==> config.mk <==
export PLATFORM = sky130hd
export DESIGN_NAME = insn_decoder
export DESIGN_NICKNAME = d
export VERILOG_FILES = /design/src/rtl/insn_dec_pkg.sv /design/src/rtl/insn_word_decode.sv /design/src/rtl/insn_capture_fsm.sv /design/src/rtl/insn_decoder.sv
export SDC_FILE = /design/constraint.sdc
export NUM_CORES = 1
export LEC_CHECK = 0
export ABC_CLOCK_PERIOD_IN_PS = 3200
export BUFFER_PORTS_ARGS = -buffer_cell sky130_fd_sc_hd__buf_2
export CAP_MARGIN = 0
export CELL_PAD_IN_SITES_DETAIL_PLACEMENT = 1
export CELL_PAD_IN_SITES_GLOBAL_PLACEMENT = 2
export CORE_AREA = 4 4 124 138
export CTS_BUF_LIST = sky130_fd_sc_hd__clkbuf_8
export CTS_CLUSTER_DIAMETER = 120
export DETAILED_ROUTE_END_ITERATION = 8
export DIE_AREA = 0 0 128 142
export MAX_ROUTING_LAYER = met4
export PLACE_DENSITY = 0.79
export SLEW_MARGIN = 20
export SYNTH_ARGS = -nofsm -noshare
export SYNTH_HDL_FRONTEND = slang
export SYNTH_SLANG_ARGS = --single-unit
==> constraint.sdc <==
create_clock -name clk -period 3.2 [get_ports clk]
set_clock_uncertainty 0.15 [all_clocks]
set_input_delay 0.64 -clock clk [delete_from_list [all_inputs] [get_ports clk]]
set_output_delay 0.64 -clock clk [all_outputs]
set_load 0.005 [all_outputs]
==> src/rtl/insn_dec_pkg.sv <==
`timescale 1ns/1ps
package insn_dec_pkg;
    localparam int WORD_W   = 16;
    localparam int REG_W    = 5;
    localparam int IO_W     = 6;
    localparam int BIT_W    = 3;
    localparam int IMM_W    = 8;
    localparam int REL_W    = 12;
    localparam int FAR_W    = 22;
    localparam int OP_W     = 6;
    localparam int FAR_HI_W = FAR_W - WORD_W;

    typedef enum logic [OP_W-1:0] {
        OP_ILLEGAL = 6'd0,
        OP_NOP, OP_MOVW,
        OP_CPC, OP_SBC, OP_ADD, OP_CPSE, OP_CP, OP_SUB, OP_ADC,
        OP_AND, OP_EOR, OP_OR, OP_MOV,
        OP_CPI, OP_SBCI, OP_SUBI, OP_ORI, OP_ANDI, OP_LDI,
        OP_COM, OP_NEG, OP_SWAP, OP_INC, OP_ASR, OP_LSR, OP_ROR, OP_DEC,
        OP_ADIW, OP_SBIW, OP_IN, OP_OUT, OP_BSET, OP_BCLR,
        OP_LDS, OP_STS, OP_JMP, OP_CALL, OP_RJMP, OP_RCALL
    } op_e;

    typedef struct packed {
        op_e               op;
        logic [REG_W-1:0]  rd;
        logic [REG_W-1:0]  rr;
        logic [IO_W-1:0]   io;
        logic [BIT_W-1:0]  bitn;
        logic [IMM_W-1:0]  imm;
        logic [REL_W-1:0]  rel;
        logic [FAR_W-1:0]  far;
    } dec_rec_t;

    typedef enum logic {
        ST_FIRST  = 1'b0,
        ST_SECOND = 1'b1
    } cap_state_e;
endpackage

==> src/rtl/insn_word_decode.sv <==
`timescale 1ns/1ps
module insn_word_decode
    import insn_dec_pkg::*;
(
    input  logic [WORD_W-1:0] word,
    output dec_rec_t          rec,
    output logic              needs_ext
);
    localparam logic [3:0] PAIR_BASE = 4'd12;

    function automatic op_e alu2_op(input logic [3:0] sel);
        unique case (sel)
            4'h1:    return OP_CPC;
            4'h2:    return OP_SBC;
            4'h3:    return OP_ADD;
            4'h4:    return OP_CPSE;
            4'h5:    return OP_CP;
            4'h6:    return OP_SUB;
            4'h7:    return OP_ADC;
            4'h8:    return OP_AND;
            4'h9:    return OP_EOR;
            4'hA:    return OP_OR;
            4'hB:    return OP_MOV;
            default: return OP_ILLEGAL;
        endcase
    endfunction

    function automatic op_e unary_op(input logic [3:0] low);
        unique case (low)
            4'h0:    return OP_COM;
            4'h1:    return OP_NEG;
            4'h2:    return OP_SWAP;
            4'h3:    return OP_INC;
            4'h5:    return OP_ASR;
            4'h6:    return OP_LSR;
            4'h7:    return OP_ROR;
            4'hA:    return OP_DEC;
            default: return OP_ILLEGAL;
        endcase
    endfunction

    op_e un_op;
    assign un_op = unary_op(word[3:0]);

    always_comb begin
        rec       = '0;
        rec.op    = OP_ILLEGAL;
        needs_ext = 1'b0;
        unique case (word[15:12])
            4'h0, 4'h1, 4'h2: begin
                if (word[13:10] == 4'h0) begin
                    if (word[11:0] == 12'h000) begin
                        rec.op = OP_NOP;
                    end else if (word[11:8] == 4'h1) begin
                        rec.op = OP_MOVW;
                        rec.rd = {word[7:4], 1'b0};
                        rec.rr = {word[3:0], 1'b0};
                    end
                end else begin
                    rec.op = alu2_op(word[13:10]);
                    if (rec.op != OP_ILLEGAL) begin
                        rec.rd = {word[8], word[7:4]};
                        rec.rr = {word[9], word[3:0]};
                    end
                end
            end
            4'h3, 4'h4, 4'h5, 4'h6, 4'h7, 4'hE: begin
                unique case (word[15:12])
                    4'h3:    rec.op = OP_CPI;
                    4'h4:    rec.op = OP_SBCI;
                    4'h5:    rec.op = OP_SUBI;
                    4'h6:    rec.op = OP_ORI;
                    4'h7:    rec.op = OP_ANDI;
                    default: rec.op = OP_LDI;
                endcase
                rec.rd  = {1'b1, word[7:4]};
                rec.imm = {word[11:8], word[3:0]};
            end
            4'h9: begin
                unique case (word[11:9])
                    3'b000: if (word[3:0] == 4'h0) begin
                        rec.op    = OP_LDS;
                        rec.rd    = word[8:4];
                        needs_ext = 1'b1;
                    end
                    3'b001: if (word[3:0] == 4'h0) begin
                        rec.op    = OP_STS;
                        rec.rr    = word[8:4];
                        needs_ext = 1'b1;
                    end
                    3'b010: begin
                        if (word[3:1] == 3'b110 || word[3:1] == 3'b111) begin
                            rec.op    = word[1] ? OP_CALL : OP_JMP;
                            rec.far   = {word[8:4], word[0], {WORD_W{1'b0}}};
                            needs_ext = 1'b1;
                        end else if (word[3:0] == 4'h8) begin
                            if (!word[8]) begin
                                rec.op   = word[7] ? OP_BCLR : OP_BSET;
                                rec.bitn = word[6:4];
                            end
                        end else if (un_op != OP_ILLEGAL) begin
                            rec.op = un_op;
                            rec.rd = word[8:4];
                        end
                    end
                    3'b011: begin
                        rec.op  = word[8] ? OP_SBIW : OP_ADIW;
                        rec.rd  = {PAIR_BASE[3:2], word[5:4], 1'b0};
                        rec.imm = {2'b00, word[7:6], word[3:0]};
                    end
                    default: ;
                endcase
            end
            4'hB: begin
                rec.io = {word[10:9], word[3:0]};
                if (word[11]) begin
                    rec.op = OP_OUT;
                    rec.rr = word[8:4];
                end else begin
                    rec.op = OP_IN;
                    rec.rd = word[8:4];
                end
            end
            4'hC, 4'hD: begin
                rec.op  = word[12] ? OP_RCALL : OP_RJMP;
                rec.rel = word[11:0];
            end
            default: ;
        endcase
    end
endmodule

==> src/rtl/insn_capture_fsm.sv <==
`timescale 1ns/1ps
module insn_capture_fsm
    import insn_dec_pkg::*;
(
    input  logic              clk,
    input  logic              rst,
    input  logic              word_valid,
    input  logic [WORD_W-1:0] word_in,
    input  dec_rec_t          dec,
    input  logic              needs_ext,
    output logic              done_q,
    output dec_rec_t          rec_q
);
    cap_state_e state, nxt;
    dec_rec_t   pend_q;

    always_ff @(posedge clk) begin
        if (rst) state <= ST_FIRST;
        else     state <= nxt;
    end

    always_comb begin
        nxt = state;
        unique case (state)
            ST_FIRST:  if (word_valid && needs_ext) nxt = ST_SECOND;
            ST_SECOND: if (word_valid)              nxt = ST_FIRST;
            default:   nxt = ST_FIRST;
        endcase
    end

    always_ff @(posedge clk) begin
        if (rst) begin
            done_q <= 1'b0;
            rec_q  <= '0;
            pend_q <= '0;
        end else begin
            done_q <= 1'b0;
            if (word_valid) begin
                unique case (state)
                    ST_FIRST: begin
                        if (needs_ext) begin
                            pend_q <= dec;
                        end else begin
                            rec_q  <= dec;
                            done_q <= 1'b1;
                        end
                    end
                    ST_SECOND: begin
                        rec_q     <= pend_q;
                        rec_q.far <= {pend_q.far[FAR_W-1:WORD_W], word_in};
                        done_q    <= 1'b1;
                    end
                    default: ;
                endcase
            end
        end
    end

    // a strobe always traces back to an accepted word
    a_r13_done_needs_valid: assert property (@(posedge clk) disable iff (rst)
        done_q |-> $past(word_valid));
    // waiting for the second word with no input produces nothing
    a_r9_hold_when_idle: assert property (@(posedge clk) disable iff (rst)
        (state == ST_SECOND && !word_valid) |=> (!done_q && state == ST_SECOND));
    // the second word always completes the record
    a_r9_second_completes: assert property (@(posedge clk) disable iff (rst)
        (state == ST_SECOND && word_valid) |=> (done_q && state == ST_FIRST));
    // register pairs are even
    a_r3_pair_even: assert property (@(posedge clk) disable iff (rst)
        (done_q && rec_q.op == OP_MOVW) |-> (!rec_q.rd[0] && !rec_q.rr[0]));
    // immediate forms reach only the upper register half
    a_r4_upper_half: assert property (@(posedge clk) disable iff (rst)
        (done_q && (rec_q.op == OP_LDI || rec_q.op == OP_CPI || rec_q.op == OP_ANDI))
        |-> rec_q.rd[REG_W-1]);
    // illegal words carry no operands
    a_r12_illegal_clear: assert property (@(posedge clk) disable iff (rst)
        (done_q && rec_q.op == OP_ILLEGAL)
        |-> (rec_q.rd == '0 && rec_q.rr == '0 && rec_q.imm == '0 && rec_q.far == '0));
endmodule

==> src/rtl/insn_decoder.sv <==
`timescale 1ns/1ps
module insn_decoder
    import insn_dec_pkg::*;
(
    input  logic                clk,
    input  logic                rst,
    input  logic                word_valid,
    input  logic [WORD_W-1:0]   word_in,
    output logic                done,
    output logic [OP_W-1:0]     op_code,
    output logic [REG_W-1:0]    rd_idx,
    output logic [REG_W-1:0]    rr_idx,
    output logic [IO_W-1:0]     io_addr,
    output logic [BIT_W-1:0]    bit_idx,
    output logic [IMM_W-1:0]    imm_val,
    output logic [REL_W-1:0]    rel_ofs,
    output logic [FAR_W-1:0]    far_addr
);
    dec_rec_t dec_w;
    dec_rec_t rec_q;
    logic     ext_w;

    insn_word_decode u_decode (
        .word      (word_in),
        .rec       (dec_w),
        .needs_ext (ext_w)
    );

    insn_capture_fsm u_capture (
        .clk        (clk),
        .rst        (rst),
        .word_valid (word_valid),
        .word_in    (word_in),
        .dec        (dec_w),
        .needs_ext  (ext_w),
        .done_q     (done),
        .rec_q      (rec_q)
    );

    assign op_code  = rec_q.op;
    assign rd_idx   = rec_q.rd;
    assign rr_idx   = rec_q.rr;
    assign io_addr  = rec_q.io;
    assign bit_idx  = rec_q.bitn;
    assign imm_val  = rec_q.imm;
    assign rel_ofs  = rec_q.rel;
    assign far_addr = rec_q.far;
endmodule

==> results.toml, run 1 <==
[outcome]
status = "completed"

[route]
top_layer = "met4"
via_count = 5047
met2_wirelength_mm = 8.99
drc = 0
wire_per_inst_um = 20.9
detail-route-antenna-nets = 0
wl_mm = 18.7
drtIter0Drc = 375
first_pass_iters = 5
met3_length_um = 832
vias_per_cell = 5.65
wl_met1_mm = 8.55

[finish]
finalNetCount = 707
area_delta_synth_final_pct = 19.9
drive_above_1_share_pct = 23.3
layout_commonest_cell = "dfxtp_1"
fillCellCount = 1874
antenna_cells = 0
final_core_util_pct = 41.5
final_cell_mix = "dfxtp_1, buf_2, nor2_1, and3_1, nand2_1"

[logic_synthesis]
ys_types = 71
synth-edff-count = 0
synth_fp_nets = 637
syn_area_per_cell_um2 = 8.83
synth_ff_type = "dfxtp_1"
syn-instance-count = 612
post_synth_instance_area_um2 = 5410
synth_seq_area_share_pct = 44.4
synth_warnings = 0
synthArstFlopShare_pct = 0
ys_ff_latch = 120

[grt]
antenna_found_initial = 0
grt_pass1_vias = 5059
grt_max_degree = 54
grt_overflow = 0
grt_pass1_wl_mm = 29.2
grtUsageTotal_pct = 21.3

[cts]
clkLatencyLatePin_ps = 450
post_cts_buffers = 0
clk_path_buf_depth = 2
cts_resized = 0
hold_buffers = 0
h-tree-depth = 4
numClockSinks = 120
numCtsBuffers = 17
cts_tree = "yes"
clock-root-buffer = "clkbuf_8"
cts.reportedPaths.clkPinSlew_ps = 70

[pwr]
peakVddDrop_uv = 276
power.static_leakage_uw = 0.00276
power_density_nw_per_um2 = 544

[hold_path]
holdCritPathClass = "flip-flop to flip-flop"

[die]
die_area_um2 = 18200
fp.dieH_um = 142
ioPinCount = 87
initial_core_util_pct = 34.6
num_rows = 48
core-area_um2 = 15600
die_w_um = 128

[critical_path]
cp_data_required_time_ps = 3440
cp_max_fo = 5
critPathLaunchType = "primary input"
path_class = "primary input to flip-flop"
crit_path_end_kind = "flip-flop"
crit_arrival_ps = 2970

[sta]
finalHoldViolCount = 0
final-setup-viol-count = 0
final_max_slew_viol_count = 0
post-route-period-util_pct = 85.6
setup_tns_ps = 0
relSlewSlack_pct = 42.4
fin_crit_ps = 2740
rsz0062_at_grt = "false"
worstMarginPinSlew_ps = 863
fmax_ghz = 0.365

[place]
portBuffers = 86
gp_congestion = 0.910
hpwl_mm = 12.8

[job]
maxCapViolations = 0
-- stage by stage --
step | std cells | setup WS [ps] | cell area (µm²) | power, µW | hold slack, ps
3_5_place_dp | 863 | 77.8 | 6030 | 1990 | 292
3_3_place_gp | 863 | 16.6 | 6030 | 1980 | 286
5_1_grt | 894 | 340 | 6480 | 3660 | 334
2_1_floorplan | 612 | 220 | 5410 | 1830 | 274
6_report | 894 | 461 | 6480 | 3530 | 302
4_1_cts | 894 | 559 | 6480 | 3570 | 302
-- cells in the mapped netlist (all sizes together), types with 5 or more instances --
cell type  number  area, µm²
a222oi          5       50.1
nand2          36        135
dfxtp         120       2400
ha              6       75.1
a31oi           9       56.3
nand3          15       75.1
nand2b          6       37.5
a221oi         24        210
buf            27        154
a21oi          28        140
a2111oi         7       80.1
nor2b           8       50.1
inv            12       45.0
a22o           18        158
a211oi         23        173
nor3           32        165
nor2           73        284
and2            7       46.3
o21ai          18       93.8
and3           36        225
clkbuf         37        140
-- where the power goes --
part           internal [µW]  switching [µW]  total, µW
Clock                    974             597       1570
Combinational            144             257        400
Sequential              1530            21.7       1560
Total                   2650             875       3530
-- sequential cells by signal (all words and copies together), names as in the netlist --
name / flops
u_capture.done_q: 1
u_capture.pend_q: 51
u_capture.rec_q: 67
u_capture.state: 1
-- layer usage --
metal	global-route usage [%]	vias up
met5	-	-
met4	6.03	0
met3	4.02	20
met2	34.1	133
met1	27.5	2513
li1	-	2381
-- path summary, 6_finish.rpt --
path / start / endpoint / slack, ps / cells after the start
max: word_in[3] / u_capture.rec_q[53]$_SDFFE_PP0P_ / 460 / 9
min: u_capture.pend_q[19]$_SDFFE_PP0P_ / u_capture.pend_q[19]$_SDFFE_PP0P_ / 300 / 2
max reg2reg: u_capture.state$_SDFF_PP0_ / u_capture.rec_q[53]$_SDFFE_PP0P_ / 900 / 5
min reg2reg: u_capture.pend_q[19]$_SDFFE_PP0P_ / u_capture.pend_q[19]$_SDFFE_PP0P_ / 300 / 2
-- cells by family after synthesis --
family	Yosys count	share of synthesized area, %
AND/OR/NAND/NOR	236	23.3
AO/OA/AOI/OAI	170	24.0
flip-flops	120	44.4
buffers and inverters	77	6.34
adder cells (fa/ha/maj)	6	1.39
multiplexers	2	0.370
XOR/XNOR	1	0.162
-- final cells by class --
class / count / area, µm² / area share, %
clock buffer: 20 / 275 / 4.25
clock inverter: 11 / 178 / 2.74
inverter: 13 / 48.8 / 0.753
multi-input combinational: 415 / 2670 / 41.2
sequential: 120 / 2400 / 37.1
tap: 200 / 250 / 3.86
timing repair buffer: 115 / 661 / 10.2
-- critical path, cell delays in order --
cell	delay [ps]
buf_2	130
inv_1	130
ha_1	200
nor3b_2	320
nand4b_1	140
a21oi_1	400
a222oi_1	170
a2111oi_0	640
a31o_2	190
No activity file was read; power rests on OpenSTA's default activity.
==> run 2: changes to the inputs <==
--- a/config.mk
+++ b/config.mk
@@ -18,4 +18,5 @@
 export MAX_ROUTING_LAYER = met4
 export PLACE_DENSITY = 0.79
+export RECOVER_POWER = 100
 export SLEW_MARGIN = 20
 export SYNTH_ARGS = -nofsm -noshare
==> constraint.sdc (replaced) <==
create_clock -name clk -period 3.2 [get_ports clk]
set_clock_uncertainty 0.15 [all_clocks]
set_input_delay 0.16 -clock clk [delete_from_list [all_inputs] [get_ports clk]]
set_output_delay 0.16 -clock clk [all_outputs]
set_load 0.005 [all_outputs]
==> run 2 against run 1 <==
Compared with the run above:
- via count decreased by 1.2%
- largest cell class unchanged
- sequential share of layout area increased by 0.80 points
- worst hold slack got worse by 270 ps
- largest power group is now registers
==> results.toml, run 2 (synthesized netlist as in run 1, its figures left out) <==
[grt]
grtUsageTotal_pct = 20.3
antenna_found_initial = 0
grt_overflow = 0
grt_pass1_vias = 4963
grt_max_degree = 58
grt_pass1_wl_mm = 28.0

[sta]
worstMarginPinSlew_ps = 886
rsz0062_at_grt = "false"
setup_ws_ps = 323
fin_hold_ws_ps = 30.0
setup_tns_ps = 0
final-setup-viol-count = 0
relSlewSlack_pct = 40.9
fmax_ghz = 0.348
finalHoldViolCount = 0
post-route-period-util_pct = 89.9
final_max_slew_viol_count = 0
fin_crit_ps = 2880

[critical_path]
reg2reg_from = "u_capture.state$_SDFF_PP0_"
timing.rr.end = "u_capture.rec_q[40]$_SDFFE_PP0P_"
endpoint = "u_capture.pend_q[59]$_SDFFE_PP0P_"
path_class = "primary input to flip-flop"
critPathLaunchType = "primary input"
cp_data_required_time_ps = 3340
worst_r2r_path_depth = 5
cp_max_fo = 7
crit_arrival_ps = 3010
rrSetupSlack_ps = 930
crit_path_end_kind = "flip-flop"
cp-startpoint = "word_in[11]"

[finish]
final_cell_mix = "dfxtp_1, nor2_1, buf_2, clkbuf_1"
stdcell_area_um2 = 6340
area_delta_synth_final_pct = 17.4
finalNetCount = 702
top_register = "u_capture.rec_q"
top_regs = "u_capture.rec_q (67), u_capture.pend_q (51)"
antenna_cells = 0
fillCellCount = 1868
drive_above_1_share_pct = 15.5
largest_register_ff_count = 67
layout_commonest_cell = "dfxtp_1"

[cts]
post_cts_buffers = 0
numCtsBuffers = 17
clock-root-buffer = "clkbuf_8"
numClockSinks = 120
cts_resized = 0
h-tree-depth = 4
clkLatencyLatePin_ps = 440
cts_tree = "yes"
clk_path_buf_depth = 2
cts.reportedPaths.clkPinSlew_ps = 70
hold_buffers = 7

[die]
num_rows = 48
die_area_um2 = 18200
die_w_um = 128
core-area_um2 = 15600
initial_core_util_pct = 34.6
ioPinCount = 87
fp.dieH_um = 142

[job]
maxCapViolations = 0

[hold_path]
holdCritPathClass = "primary input to flip-flop"

[route]
detail-route-antenna-nets = 0
vias_per_cell = 5.60
drtIter0Drc = 396
wl_mm = 18.0
via_count = 4985
first_pass_iters = 5
drc = 0
wire_per_inst_um = 20.2

[pwr]
swShare_pct = 26.2
power_density_nw_per_um2 = 534
power.static_leakage_uw = 0.00253
p_sw_uw = 888
p_int_uw = 2500
seqPwrFrac_pct = 45.9
pwr-share-clk_pct = 42.8
comb_power_share_pct = 11.3
peakVddDrop_uv = 267

[place]
gp_congestion = 0.907
hpwl_mm = 12.3
portBuffers = 86
postPlaceCellArea_um2 = 5950
preCtsSetupSlack_ps = 478

[outcome]
status = "completed"
-- run 2: changes by cell type in the layout (fill, tap and decap cells not counted), moves of 3 or more --
cell           change
buf_2             -37
buf_4             -19
clkbuf_1          +41
clkbuf_2           +3
clkbuf_8           -3
clkinvlp_4         +4
dlygate4sd3_1      +7
-- run 2: cell type report --
type	instances	area, µm²	area share (%)
clock buffer	17	234	3.69
clock inverter	15	186	2.94
inverter	13	48.8	0.769
multi-input combinational	415	2650	41.8
sequential	120	2400	37.9
tap	200	250	3.94
timing repair buffer	110	572	9.01
-- run 2: through the flow --
stage | std cells | total power, µW | util (%)
after floorplan | 612 | 1830 | -
after global placement | 851 | 1970 | 38.1
after detailed placement | 851 | 1980 | 38.1
after CTS | 890 | 3440 | 41.3
after global routing | 890 | 3540 | 40.6
final | 890 | 3390 | 40.6
-- run 2: layer usage --
layer / track usage [%] / part of all wire, % / vias up
met5: - / 0 / -
met4: 6.37 / 1.5 / 0
met3: 3.87 / 3.7 / 17
met2: 31.6 / 47 / 114
met1: 26.9 / 47 / 2473
li1: - / - / 2381
-- run 2: worst min-delay path by stage --
| stage | from | endpoint | slack [ps] | depth (start not counted) |
|---|---|---|---|---|
| 6_report | word_in[9] | u_capture.rec_q[9]$_SDFFE_PP0P_ | 30 | 2 |
| 5_1_grt | word_in[9] | u_capture.rec_q[9]$_SDFFE_PP0P_ | 9 | 2 |
| 4_1_cts | word_in[9] | u_capture.rec_q[9]$_SDFFE_PP0P_ | 5 | 2 |
| 3_5_place_dp | u_capture.pend_q[19]$_SDFFE_PP0P_ | u_capture.pend_q[19]$_SDFFE_PP0P_ | 300 | 2 |
| 3_3_place_gp | u_capture.pend_q[65]$_SDFFE_PP0P_ | u_capture.pend_q[65]$_SDFFE_PP0P_ | 290 | 2 |
| 2_1_floorplan | word_valid | u_capture.state$_SDFF_PP0_ | 120 | 1 |
-- run 2: power groups by stage --
stage                     registers [µW]  logic [µW]  clock network, µW
after floorplan                     1590         238                  0
after global placement              1590         385                  0
after detailed placement            1590         391                  0
after CTS                           1560         398               1490
after global routing                1560         420               1560
final                               1560         383               1450
-- run 2: critical path: stages --
cell	delay, ps
dlygate4sd3_1	510
buf_2	220
inv_1	90
ha_1	350
nor4_4	280
o221ai_2	210
a2111oi_4	400
o21ai_1	230
a222oi_1	430
a211oi_1	130
==> run 3: changes to the inputs <==
CORE_AREA = 2 2 122 136   (was 4 4 124 138)
DIE_AREA = 0 0 124 138   (was 0 0 128 142)
SETUP_SLACK_MARGIN = 0.1   (was default)
==> run 3 against run 2 <==
Compared with the run above:
- sequential share of layout area decreased by 0.25 points
- clock-buffer cell count increased by 2
- sequential power about the same
- global-route usage increased by 1.9 points
- total power increased by 1.9%
- clock power increased by 4%
- maximum frequency increased by 11%
- die area decreased by 5.9%
- critical path depth decreased by 1
- register-to-register slack improved by 320 ps
- critical endpoint is now u_capture.rec_q[41]$_SDFFE_PP0P_
==> results.toml, run 3 (synthesized netlist as in run 1, its figures left out) <==
[finish]
layout_commonest_cell = "dfxtp_1"
finalNetCount = 701
final_cell_mix = "dfxtp_1, nor2_1, buf_2, and3_1, nand2_1"
final_cells = 893
drive_above_1_share_pct = 16.7
area_delta_synth_final_pct = 18.2
top_regs = "u_capture.rec_q (67), u_capture.pend_q (51)"
antenna_cells = 0
largest_register_ff_count = 67
top_register = "u_capture.rec_q"

[critical_path]
path_class = "primary input to flip-flop"
cp_max_fo = 31
crit_arrival_ps = 2800
cp_data_required_time_ps = 3400
crit_path_end_kind = "flip-flop"
critPathLaunchType = "primary input"
rrSetupSlack_ps = 1250

[place]
hpwl_mm = 12.2
dp.cells = 855
portBuffers = 86
preCtsSetupSlack_ps = 484
gp_congestion = 0.859

[grt]
grt_overflow = 0
antenna_found_initial = 0
grt_pass1_vias = 4959
grt_use_met3_pct = 4.79
grtUsageTotal_pct = 22.2
met1_usage_pct = 28.8
use_met2_pct = 33.3
busiest_layer = "met2"
grt_pass1_wl_mm = 28.2
grt_max_degree = 59

[route]
wire_per_inst_um = 20.2
wl_mm = 18.0
vias_per_cell = 5.62
drc = 0
via_count = 5020
drtIter0Drc = 326
detail-route-antenna-nets = 0
first_pass_iters = 5

[sta]
fmax_ghz = 0.386
fin_crit_ps = 2590
worstMarginPinSlew_ps = 760
rsz0062_at_grt = "false"
final_max_slew_viol_count = 0
relSlewSlack_pct = 49.3
final-setup-viol-count = 0
setup_ws_ps = 607
finalHoldViolCount = 0
post-route-period-util_pct = 81.0
setup_tns_ps = 0

[die]
ioPinCount = 87
initial_core_util_pct = 33.9
die_area_um2 = 17100
die_w_um = 124
fp.dieH_um = 138
core-area_um2 = 15900
num_rows = 49

[cts]
post_cts_buffers = 0
clkLatencyLatePin_ps = 450
h-tree-depth = 4
cts.reportedPaths.clkPinSlew_ps = 70
cts_resized = 0
cts_tree = "yes"
numCtsBuffers = 17
clk_path_buf_depth = 2
clock-root-buffer = "clkbuf_8"
numClockSinks = 120

[outcome]
status = "completed"

[pwr]
peakVddDrop_uv = 177
power_density_nw_per_um2 = 541
power.static_leakage_uw = 0.00256

[job]
maxCapViolations = 0

[hold_path]
holdCritPathClass = "primary input to flip-flop"
## run 3: cell types whose count changed in the layout (fill, tap and decap cells not counted), sizes merged
| cell | previous run | this run |
|---|---|---|
| buf | 59 | 66 |
| clkinvlp | 4 | 2 |
| clkbuf | 61 | 56 |
| dlygate4sd3 | 7 | 6 |
## run 3: where the power goes
part | switching [µW] | total, µW | leakage (µW) | internal [µW]
Combinational | 254 | 389 | 0.00136 | 135
Clock | 626 | 1510 | 0.000223 | 884
Sequential | 22.9 | 1560 | 0.000976 | 1530
Total | 902 | 3460 | 0.00256 | 2550
## run 3: layer usage
layer | wire length, µm | share of wire [%] | up-vias
met2 | 8380 | 46 | 148
met5 | 0 | 0 | -
li1 | - | - | 2369
met1 | 8190 | 45 | 2466
met4 | 632 | 3.5 | 0
met3 | 825 | 4.6 | 37
## run 3: repair_timing
action / 4_1_cts / 5_1_grt
endpoints found under the hold margin: 8 / 0
hold buffers: 6 / 0
endpoints found under the setup margin: 0 / 0
## run 3: worst max-delay path, stage by stage
cell	delay, ps
clkbuf_1	550
inv_1	190
ha_1	250
nor3b_1	190
a22o_1	320
a21boi_4	220
clkbuf_2	540
nor2_1	100
a311oi_1	250
## run 3: path summary, 6_finish.rpt
check                                         start                                 to  depth (start not counted)
setup reg to reg         u_capture.state$_SDFF_PP0_  u_capture.pend_q[35]$_SDFFE_PP0P_                          4
hold / removal                           word_in[0]  u_capture.pend_q[16]$_SDFFE_PP0P_                          3
setup / recovery                         word_in[3]   u_capture.rec_q[41]$_SDFFE_PP0P_                          9
hold reg to reg   u_capture.pend_q[20]$_SDFFE_PP0P_  u_capture.pend_q[20]$_SDFFE_PP0P_                          2
## run 3: through the flow
| step | hold WS (ps) | instance area [µm²] | utilization, % | power [µW] |
|---|---|---|---|---|
| after floorplan | 120 | 5410 | - | 1830 |
| after global placement | 288 | 5940 | 37.3 | 1970 |
| after detailed placement | 296 | 5940 | 37.3 | 1980 |
| after CTS | 2.97 | 6440 | 40.4 | 3500 |
| after global routing | 16.5 | 6390 | 40.1 | 3610 |
| final | 29.9 | 6390 | 40.1 | 3460 |
## run 3: final cells by class
class                           count  area (µm²)
Clock buffer                       19         262
Clock inverter                     13         176
Fill cell                        1921        9550
Sequential cell                   120        2400
Inverter                           13        48.8
Multi-Input combinational cell    415        2660
Tap cell                          204         255
Timing Repair Buffer              109         581
